[src/rtl/affine_grid_pkg.sv]
package affine_grid_pkg;
  localparam int unsigned BYTE_W = 8;

  // width code -> number of bytes
  function automatic int unsigned bytes_of(input int unsigned code);
    return 32'd1 << code;
  endfunction
endpackage

[src/rtl/affine_lane_mask.sv]
module affine_lane_mask #(
  parameter int unsigned MAX_BYTES = 8,
  parameter int unsigned WSW       = 2,
  localparam int unsigned DW       = affine_grid_pkg::BYTE_W * MAX_BYTES
) (
  input  logic [DW-1:0]  data_i,
  input  logic [WSW-1:0] width_i,
  output logic [DW-1:0]  data_o
);
  import affine_grid_pkg::*;

  for (genvar g = 0; g < MAX_BYTES; g++) begin : g_lane
    logic keep;
    assign keep = (g < bytes_of(32'(width_i)));
    assign data_o[g*BYTE_W +: BYTE_W] = keep ? data_i[g*BYTE_W +: BYTE_W] : '0;
  end
endmodule

[src/rtl/affine_coord_seq.sv]
module affine_coord_seq #(
  parameter int unsigned COLS = 128,
  parameter int unsigned ROWS = 64,
  localparam int unsigned XW  = $clog2(COLS),
  localparam int unsigned YW  = $clog2(ROWS)
) (
  input  logic          clk_i,
  input  logic          rst_ni,
  input  logic          start_i,
  output logic          launch_o,
  output logic          busy_o,
  output logic          step_x_o,
  output logic          step_y_o,
  output logic [XW-1:0] col_o,
  output logic [YW-1:0] row_o,
  output logic          done_o
);
  localparam logic [XW-1:0] XLAST = XW'(COLS - 1);
  localparam logic [YW-1:0] YLAST = YW'(ROWS - 1);

  logic          busy_q, done_q;
  logic [XW-1:0] x_q;
  logic [YW-1:0] y_q;
  logic          x_end, y_end;

  assign x_end    = (x_q == XLAST);
  assign y_end    = (y_q == YLAST);
  assign launch_o = start_i && !busy_q;
  assign step_x_o = busy_q && !x_end;
  assign step_y_o = busy_q && x_end && !y_end;

  always_ff @(posedge clk_i or negedge rst_ni) begin
    if (!rst_ni) begin
      busy_q <= 1'b0;
      done_q <= 1'b0;
      x_q    <= '0;
      y_q    <= '0;
    end else begin
      done_q <= busy_q && x_end && y_end;
      if (launch_o) begin
        busy_q <= 1'b1;
        x_q    <= '0;
        y_q    <= '0;
      end else if (busy_q) begin
        if (x_end) begin
          x_q <= '0;
          if (y_end) busy_q <= 1'b0;
          else       y_q    <= y_q + 1'b1;
        end else begin
          x_q <= x_q + 1'b1;
        end
      end
    end
  end

  assign busy_o = busy_q;
  assign col_o  = x_q;
  assign row_o  = y_q;
  assign done_o = done_q;
endmodule

[src/rtl/affine_accum.sv]
module affine_accum #(
  parameter int unsigned DW = 64
) (
  input  logic          clk_i,
  input  logic          rst_ni,
  input  logic          launch_i,
  input  logic          step_x_i,
  input  logic          step_y_i,
  input  logic [DW-1:0] coef_a_i,
  input  logic [DW-1:0] coef_b_i,
  input  logic [DW-1:0] coef_c_i,
  output logic [DW-1:0] acc_o,
  output logic [DW-1:0] a_lat_o
);
  logic [DW-1:0] a_q, b_q, row_base_q, acc_q, next_base;

  assign next_base = row_base_q + b_q;

  always_ff @(posedge clk_i or negedge rst_ni) begin
    if (!rst_ni) begin
      a_q        <= '0;
      b_q        <= '0;
      row_base_q <= '0;
      acc_q      <= '0;
    end else if (launch_i) begin
      a_q        <= coef_a_i;
      b_q        <= coef_b_i;
      row_base_q <= coef_c_i;
      acc_q      <= coef_c_i;
    end else if (step_y_i) begin
      row_base_q <= next_base;
      acc_q      <= next_base;
    end else if (step_x_i) begin
      acc_q <= acc_q + a_q;
    end
  end

  assign acc_o   = acc_q;
  assign a_lat_o = a_q;
endmodule

[src/rtl/affine_grid_eval.sv]
module affine_grid_eval #(
  parameter int unsigned COLS      = 128,
  parameter int unsigned ROWS      = 64,
  parameter int unsigned MAX_BYTES = 8,
  localparam int unsigned DW       = affine_grid_pkg::BYTE_W * MAX_BYTES,
  localparam int unsigned XW       = $clog2(COLS),
  localparam int unsigned YW       = $clog2(ROWS),
  localparam int unsigned WSW      = $clog2($clog2(MAX_BYTES) + 1)
) (
  input  logic           clk_i,
  input  logic           rst_ni,
  input  logic           start_i,
  input  logic [WSW-1:0] width_sel_i,
  input  logic [DW-1:0]  coef_a_i,
  input  logic [DW-1:0]  coef_b_i,
  input  logic [DW-1:0]  coef_c_i,
  output logic           valid_o,
  output logic [DW-1:0]  value_o,
  output logic [XW-1:0]  col_o,
  output logic [YW-1:0]  row_o,
  output logic           done_o
);
  logic           launch, busy, step_x, step_y;
  logic [DW-1:0]  acc, a_lat;
  logic [WSW-1:0] w_q;

  affine_coord_seq #(.COLS(COLS), .ROWS(ROWS)) u_seq (
    .clk_i    (clk_i),
    .rst_ni   (rst_ni),
    .start_i  (start_i),
    .launch_o (launch),
    .busy_o   (busy),
    .step_x_o (step_x),
    .step_y_o (step_y),
    .col_o    (col_o),
    .row_o    (row_o),
    .done_o   (done_o)
  );

  affine_accum #(.DW(DW)) u_acc (
    .clk_i    (clk_i),
    .rst_ni   (rst_ni),
    .launch_i (launch),
    .step_x_i (step_x),
    .step_y_i (step_y),
    .coef_a_i (coef_a_i),
    .coef_b_i (coef_b_i),
    .coef_c_i (coef_c_i),
    .acc_o    (acc),
    .a_lat_o  (a_lat)
  );

  always_ff @(posedge clk_i or negedge rst_ni) begin
    if (!rst_ni)     w_q <= '0;
    else if (launch) w_q <= width_sel_i;
  end

  affine_lane_mask #(.MAX_BYTES(MAX_BYTES), .WSW(WSW)) u_mask (
    .data_i  (acc),
    .width_i (w_q),
    .data_o  (value_o)
  );

  assign valid_o = busy;
endmodule

[config.mk]
export PLATFORM = sky130hd
export DESIGN_NAME = affine_grid_eval
export DESIGN_NICKNAME = d
export VERILOG_FILES = /design/src/rtl/affine_grid_pkg.sv /design/src/rtl/affine_lane_mask.sv /design/src/rtl/affine_coord_seq.sv /design/src/rtl/affine_accum.sv /design/src/rtl/affine_grid_eval.sv
export SDC_FILE = /design/constraint.sdc
export NUM_CORES = 1
export LEC_CHECK = 0
export BUFFER_PORTS_ARGS = -buffer_cell sky130_fd_sc_hd__buf_4
export CAP_MARGIN = 40
export CORE_MARGIN = 1.5
export CORE_UTILIZATION = 55
export DETAILED_ROUTE_END_ITERATION = 16
export GPL_TIMING_DRIVEN = 0
export PLACE_DENSITY = 0.79
export SLEW_MARGIN = 20
export SYNTH_ARGS = -nofsm -noshare
export SYNTH_HDL_FRONTEND = slang
export SYNTH_HIERARCHICAL = 1
export SYNTH_SLANG_ARGS = --single-unit
[constraint.sdc]
create_clock -name clk_i -period 6.6 [get_ports clk_i]
set_clock_uncertainty 0.2 [all_clocks]
set_input_delay 1.32 -clock clk_i [delete_from_list [all_inputs] [get_ports clk_i]]
set_output_delay 1.32 -clock clk_i [all_outputs]
set_load 0.01 [all_outputs]
Word level (Yosys, flattened, before mapping)

Cells that the tools add are included.

Add/sub/neg operators: 4
Shift operators: 1
Muxes and demuxes: 24
Reductions and logical operators: 13
Magnitude comparators: 8
Equality and inequality tests: 3

Operators by type and width:

| cell                                                       | count |
|---|---|
| 2-to-1 mux 64 bit                                          | 5 |
| adder 64 bit                                               | 2 |
| less-than comparator 3 x 32 -> 1 bit, first input constant | 4 |
| less-than comparator 1 x 32 -> 1 bit, first input constant | 2 |
| less-than comparator 2 x 32 -> 1 bit, first input constant | 2 |
| 2-to-1 mux 8 bit                                           | 8 |
| << shifter 1 x 2 -> 32 bit, first input constant           | 1 |
| 2-to-1 mux 6 bit                                           | 4 |
| 2-to-1 mux 7 bit                                           | 3 |
| adder 7 x 1 -> 7 bit, second input constant                | 1 |
| equality test 7 bit, second input constant                 | 1 |
| adder 6 x 1 -> 6 bit, second input constant                | 1 |
| equality test 6 bit, second input constant                 | 1 |
| nonzero test 2 bit                                         | 3 |
| logical AND 1 bit                                          | 5 |
| 2-to-1 mux 1 bit                                           | 4 |
| logical NOT 1 bit                                          | 3 |
| AND reduction 3 bit                                        | 1 |
| nonzero test 3 bit                                         | 1 |
| != test 2 bit, second input constant                       | 1 |

Output and inout port bits: 79
Logic and storage cells: 62
Flip-flop bits (word level): 273
Bits of input ports: 197

Longest topological paths before layout

Gate-level depths: netlist of the first run.

Depth in word-level cells: 6
Gate-level depth with buffers: 13
Gate-level depth less buffers: 13

Hierarchy

Netlist of the first run, hierarchy kept.

By module, submodules not included:

| module           | cells an instance | area each (µm²) | sequential area each (µm²) | times used |
|---|---|---|---|---|
| affine_accum     | 1,903             | 17,666.9        | 6,406.1                    | 1 |
| affine_coord_seq | 82                | 782.0           | 375.4                      | 1 |
| affine_lane_mask | 74                | 490.5           | 0.0                        | 1 |
| affine_grid_eval | 4                 | 72.6            | 50.0                       | 1 |

Worst setup path after synthesis of the first run

OpenSTA, ideal clock, no wires.

Path kind: register to register
From: register u_acc.b_q[0]
To: register u_acc.acc_q[60], in the netlist u_acc/acc_o[60]
Arrival: 3.042 ns
Stages on the path, launching flop included: 14
Period minus slack after synthesis: 3.383 ns
Path slack: 3.217 ns
Path through: dfrtp_1 ha_1 fa_1 a211oi_1 nor2_1 o311ai_1 a211oi_1 o21a_1 o21a_1 o41ai_2 nor4_1 nor3_2 o2bb2ai_1 a31oi_1

Longest elaborated chain between the ends: 3

Ends and longest elaborated chain:

| what                     | line               | source |
|---|---|---|
| start: declaration       | affine_accum.sv:15 | `logic [DW-1:0] a_q, b_q, row_base_q, acc_q, next_base;` |
| start signal: assignment | affine_accum.sv:27 | `b_q <= coef_b_i;` |
| adder 64 bit             | affine_accum.sv:17 | `assign next_base = row_base_q + b_q;` |
| 2-to-1 mux 64 bit        | affine_accum.sv:30 | `end else if (step_y_i) begin` |
| 2-to-1 mux 64 bit        | affine_accum.sv:25 | `end else if (launch_i) begin` |
| end signal: assignment   | affine_accum.sv:29 | `acc_q <= coef_c_i;` |
| end signal: assignment   | affine_accum.sv:32 | `acc_q <= next_base;` |
| end signal: assignment   | affine_accum.sv:34 | `acc_q <= acc_q + a_q;` |
| end: declaration         | affine_accum.sv:15 |  |

Every way passes these cells.
A chain may end at the register's enable or synchronous reset.

Worst setup path after layout of the first run

From: register u_acc.b_q[0]
To: register u_acc.acc_q[52], in the netlist u_acc/acc_o[52]

The elaborated chain is that of the path after synthesis.

==> run metrics, run 1 <==
Die Width 189 um; EDFF count, synth 0; vias per cell 6.32; Storage cell area 0.00683 mm^2; Iteration-0 DRC Markers 1639; met2 wire len 30800 um; Hold Path Class reg -> reg; Routed Antenna Nets 0; #FFs+latches synth 273; Syn Std Cell Area 0.0190 mm^2; main combinational cell family by area after synthesis compound AO/OA/AOI/OAI gates; Final nets 2705; total clock sinks 273; Worst Reg-to-Reg Cells 12; endpoints failing hold 0; clock tree buffer depth 3; clk_lat worst skew 0.59 ns; Synth cell types 93; antenna violations before repair 2; layout cells sized above 1 0.222; Avg WL per Cell 23.4 um; Tmin final 4.78 ns; Yosys warnings 6; total power 8780 uW; Max Clock Freq 0.209 GHz; IO Count 276; via count of the routed design 18000; PD cells 385 mW/mm^2; unrepaired setup endpoints after global routing false; CP Data Arrival Time 5.11 ns; max_cap viols 0; syn nets 2390; I/O Buffers 275; relative slew slack 0.426; post-CTS sizing 0; CTS Buf Count 31; routed wire length 66700 um; Leak 0.0113 uW; Clock H-tree levels 1; Post-CTS Repair Setup Buffers 0; M1 WL 27200 um; Hold Path Cell Cnt 2; maximum VDD drop 274 uV; Die Area 0.0357 mm^2; RR Endpoint u_acc/acc_o[52]$_DFFE_PN0P_; CTS tree done; row cnt 67; WHS Endpoint u_acc/row_base_q[48]$_DFFE_PN0P_; async set or reset register ratio after synthesis 1.00; die height 189 um; outcome finished, final reports clean; Synth Area in Adders 0.0863; Initial Util 0.563; vias in the first global route 17600; worst r2r src u_acc/b_q[0]$_DFFE_PN0P_; mux share of post-synthesis cell area 0.0804; synthesized area per cell 9.22 um^2; critical path peak fanout 4; global placer's final weighted congestion 0.968; Core ar. 0.0338 mm^2; WL met3 5120 um; drt pass-1 iters 8; Synth Area in Compound Gates 0.241; first-pass GRT wire length 101000 um; register area share after synthesis 0.359; Max Transition Viols Final 0; worst-margin pin slew 0.861 ns; final setup fails 0; critical path startpoint category register; residual DRC count 0; gr usage total 0.369; setup TNS 0 ns; hold_sp u_acc/row_base_q[48]$_DFFE_PN0P_; area of the multi-input gates 0.0114 mm^2; root buf cell clkbuf_16; Crit Path Class reg -> reg; largest net degree at the start of global routing 96; CP endpoint kind register; cts hold-fix bufs 0; clock-pin slew on the worst setup and hold paths 0.07 ns; main flop type after synthesis dfrtp_1; period utilization 0.725; Top Metal Used met4; internal reg-to-reg setup slack 1.82 ns; gr ovfl total 0; Post-Synth Simple-Gate Area 0.138; HPWL Detailed 52800 um; CP required 6.93 ns; xor/xnor share of the synthesized area 0.0530; Fill cells 2799; Area Overhead vs Synth 19.7%; Mapped Cells 2063
==> report_power, final <==
part           internal [uW]  leakage (uW)  switching (uW)  total (uW)
clock                    996      0.000488             732        1730
combinational           1870       0.00731            2530        4400
sequential              2160       0.00345             485        2640
total                   5030        0.0113            3750        8780
==> worst max-delay path by stage <==
stage / cells after the start / to / start / slack (ns)
3_5_place_dp: 9 / u_acc/acc_o[15]$_DFFE_PN0P_ / start_i / 1.85
2_1_floorplan: 13 / u_acc/acc_o[60]$_DFFE_PN0P_ / u_acc/b_q[0]$_DFFE_PN0P_ / 3.22
6_report: 12 / u_acc/acc_o[52]$_DFFE_PN0P_ / u_acc/b_q[0]$_DFFE_PN0P_ / 1.82
4_1_cts: 12 / u_acc/acc_o[52]$_DFFE_PN0P_ / u_acc/b_q[0]$_DFFE_PN0P_ / 1.93
5_1_grt: 12 / u_acc/acc_o[52]$_DFFE_PN0P_ / u_acc/b_q[0]$_DFFE_PN0P_ / 1.79
3_3_place_gp: 1 / u_acc/a_lat_o[19]$_DFFE_PN0P_ / rst_ni / 1.72
==> placed cells by master, fill, tap and decap left out, types with 16 or more instances in the layout <==
cell / Yosys / routed
clkbuf_16: 0 / 31
nor2b_1: 21 / 21
o22a_1: 18 / 18
a21o_1: 85 / 85
nor2_1: 131 / 131
clkbuf_1: 96 / 102
nand2_1: 162 / 162
ha_1: 128 / 128
inv_1: 65 / 65
xor2_1: 50 / 50
buf_4: 2 / 276
o21ai_1: 16 / 16
o21ai_0: 106 / 106
nand4_1: 38 / 38
mux2_2: 130 / 130
a222oi_1: 27 / 27
dfrtp_1: 273 / 273
nand3_1: 31 / 31
a31oi_1: 18 / 18
and3_1: 43 / 43
o21bai_1: 32 / 32
a221oi_1: 22 / 22
a21oi_1: 208 / 208
a211oi_1: 16 / 16
xnor2_1: 65 / 65
and2_1: 23 / 23
nor3_1: 21 / 21
o21a_1: 25 / 25
==> cell families after synthesis <==
logic type | after synthesis
compound gates | 682
simple gates | 536
flops | 273
buf+inv | 191
mux | 136
fa+ha+maj | 130
xor+xnor | 115
==> cell usage after synthesis, types with 31 or more instances <==
master / count / area share
o21ai_0: 106 / 0.028
clkbuf_1: 96 / 0.019
a21o_1: 85 / 0.034
nor2_1: 131 / 0.026
a21oi_1: 208 / 0.055
xnor2_1: 65 / 0.030
inv_1: 65 / 0.013
nand2_1: 162 / 0.032
dfrtp_1: 273 / 0.36
ha_1: 128 / 0.084
nand3_1: 31 / 0.0082
and3_1: 43 / 0.014
nand4_1: 38 / 0.013
xor2_1: 50 / 0.023
o21bai_1: 32 / 0.013
mux2_2: 130 / 0.077
==> cell type report <==
| class | count | area share |
|---|---|---|
| Sequential cell | 273 | 0.300 |
| Inverter | 65 | 0.0107 |
| Buffer | 126 | 0.0242 |
| Clock inverter | 10 | 0.00374 |
| Multi-Input combinational cell | 1599 | 0.500 |
| Antenna cell | 1 | 0.000110 |
| Clock buffer | 46 | 0.0405 |
| Timing Repair Buffer | 282 | 0.0958 |
| Tap cell | 448 | 0.0246 |
==> layer usage <==
layer | up-vias | GRT usage
li1 | 8236 | -
met1 | 8707 | 0.485
met2 | 890 | 0.602
met3 | 170 | 0.0519
met4 | 0 | 0.174
met5 | - | 0
==> critical path: stages, from the launching register on <==
cell,delay (ns)
dfrtp_1,0.38
ha_1,0.29
fa_1,0.49
a211oi_1,0.24
nor2_1,0.14
o311ai_1,0.47
a211oi_1,0.23
o21a_1,0.29
o21a_1,0.24
o41ai_2,0.69
xor2_1,0.16
o21ai_0,0.67
o22a_1,0.21
==> state kept, by name, summed over array words and instances (netlist names) <==
signal,cells
u_acc/acc_o,64
u_acc/row_base_q,64
w_q,2
u_seq/row_o,6
u_seq/done_o,1
u_acc/a_lat_o,64
u_acc/b_q,64
u_seq/col_o,7
u_seq/busy_o,1
==> stage by stage <==
stage | cells | instance area [um^2] | hold slack [ns] | utilization | setup WS [ns]
5_1_grt | 2849 | 22800 | 0.299 | 0.674 | 1.79
3_3_place_gp | 2786 | 21600 | 0.264 | 0.640 | 1.72
4_1_cts | 2848 | 22700 | 0.287 | 0.673 | 1.93
2_1_floorplan | 2063 | 19000 | 0.250 | - | 3.22
3_5_place_dp | 2792 | 21700 | 0.273 | 0.644 | 1.85
6_report | 2850 | 22800 | 0.285 | 0.674 | 1.82
Power figures use the tool's default switching activity.
==> inputs of run 2 (changes only) <==
Clock period 6.6 ns to 4.5 ns, I/O delays scaled along.
==> run metrics, run 2 (synthesis results as in run 1) <==
clk_lat worst skew 0.60 ns; Core ar. 0.0338 mm^2; CP required 4.83 ns; Crit Path Class reg -> reg; vias in the first global route 17600; Routed Antenna Nets 0; global placer's final weighted congestion 0.968; largest net degree at the start of global routing 96; final setup fails 0; HPWL Detailed 52800 um; I/O Buffers 275; Final nets 2705; residual DRC count 0; Max Clock Freq 0.229 GHz; commonest non-fill, non-tap cells in the layout 276 x buf_4, 273 x dfrtp_1, 208 x a21oi_1; routed wire length 66700 um; Leak 0.0113 uW; CP Data Arrival Time 4.70 ns; layout cells sized above 1 0.222; gr ovfl total 0; PD cells 565 mW/mm^2; relative slew slack 0.425; die height 189 um; worst-margin pin slew 0.863 ns; worst path cell trace ha_1, fa_1, a211oi_1, nor2_1, o311ai_1, a211oi_1, o21a_1, o21a_1, o41ai_4, xor2_1, o21ai_1, o22a_1; Post-CTS Repair Setup Buffers 0; outcome finished, final reports clean; CP endpoint kind register; CTS tree done; max_cap viols 0; endpoints failing hold 0; drt pass-1 iters 9; Slowest cell on crit path o41ai_4; Hold Path Class in -> async; total clock sinks 273; smallest hold slack 0.104 ns; unrepaired setup endpoints after global routing false; Initial Util 0.563; placed cell area 0.0217 mm^2; clock-pin slew on the worst setup and hold paths 0.07 ns; critical path peak fanout 4; critical path startpoint category register; row cnt 67; maximum VDD drop 403 uV; IO Count 276; Avg WL per Cell 23.4 um; vias per cell 6.30; Clock H-tree levels 1; via count of the routed design 18000; Max Transition Viols Final 0; Top delay family on crit path compound AO/OA/AOI/OAI gates; Buffers & Inverters on Critical Path 0; commonest non-fill, non-tap cell in the layout buf_4; root buf cell clkbuf_16; gr usage total 0.369; clock tree buffer depth 3; fin area 0.0228 mm^2; CTS Buf Count 31; antenna violations before repair 2; Die Width 189 um; first-pass GRT wire length 101000 um; Largest stage delay, worst path 0.51 ns; period utilization 0.971; Area Overhead vs Synth 19.8%; Iteration-0 DRC Markers 1627; Tmin final 4.37 ns; Die Area 0.0357 mm^2
[run 2: stage by stage]
stage / std cells / power [uW] / setup TNS [ns] / worst slack [ns] / utilization
after global placement: 2786 / 10100 / -0.0554 / -0.0531 / 0.640
after detailed placement: 2792 / 10200 / -0.141 / -0.0932 / 0.644
after floorplan: 2063 / 8240 / 0 / 1.12 / -
final: 2850 / 12900 / 0 / 0.131 / 0.674
after global routing: 2849 / 13700 / 0 / 0.0571 / 0.674
after CTS: 2848 / 12800 / 0 / 0.0451 / 0.673
[run 2: worst paths after layout]
kind,start,endpoint,slack [ns],cells after the start
worst min register to register,u_acc/row_base_q[49]$_DFFE_PN0P_,u_acc/row_base_q[49]$_DFFE_PN0P_,0.29,2
max in group asynchronous,rst_ni,u_acc/a_lat_o[18]$_DFFE_PN0P_,2.58,3
min in group clk_i,u_acc/row_base_q[49]$_DFFE_PN0P_,u_acc/row_base_q[49]$_DFFE_PN0P_,0.29,2
worst min-delay path,rst_ni,u_seq/row_o[4]$_DFFE_PN0P_,0.10,1
worst max-delay path,u_acc/b_q[0]$_DFFE_PN0P_,u_acc/acc_o[52]$_DFFE_PN0P_,0.13,12
worst max register to register,u_acc/b_q[0]$_DFFE_PN0P_,u_acc/acc_o[52]$_DFFE_PN0P_,0.13,12
[run 2: metal layers]
| layer | routed length, um | part of all wire | up-vias | global-route usage |
|---|---|---|---|---|
| li1 | - | - | 8250 | - |
| met1 | 27200 | 0.41 | 8682 | 0.485 |
| met2 | 30800 | 0.46 | 878 | 0.602 |
| met3 | 5130 | 0.077 | 157 | 0.0519 |
| met4 | 3580 | 0.054 | 0 | 0.174 |
| met5 | 0 | 0 | - | 0 |
[run 2: final cells by class]
class                      instances  area (um^2)
inverter                          65          244
clock inverter                    10         85.1
antenna                            1         2.50
multi-input combinational       1599        11400
clock buffer                      46          922
tap                              448          561
buffer                           126          552
sequential                       273         6830
timing repair buffer             282         2180
fill                            2795        11000
[run 2: timing repair]
action / 4_1_cts / 5_1_grt
hold buffers: 0 / 0
pin swaps: 0 / 0
setup endpoints to repair: 2 / 13
gates resized for setup: 1 / 3
hold endpoints to repair: 0 / 0
[run 2: where the power goes]
| part | internal (uW) | leakage (uW) | switching (uW) |
|---|---|---|---|
| sequential | 3170 | 0.00345 | 715 |
| combinational | 2750 | 0.00732 | 3720 |
| clock | 1460 | 0.000488 | 1070 |
| total | 7370 | 0.0113 | 5510 |
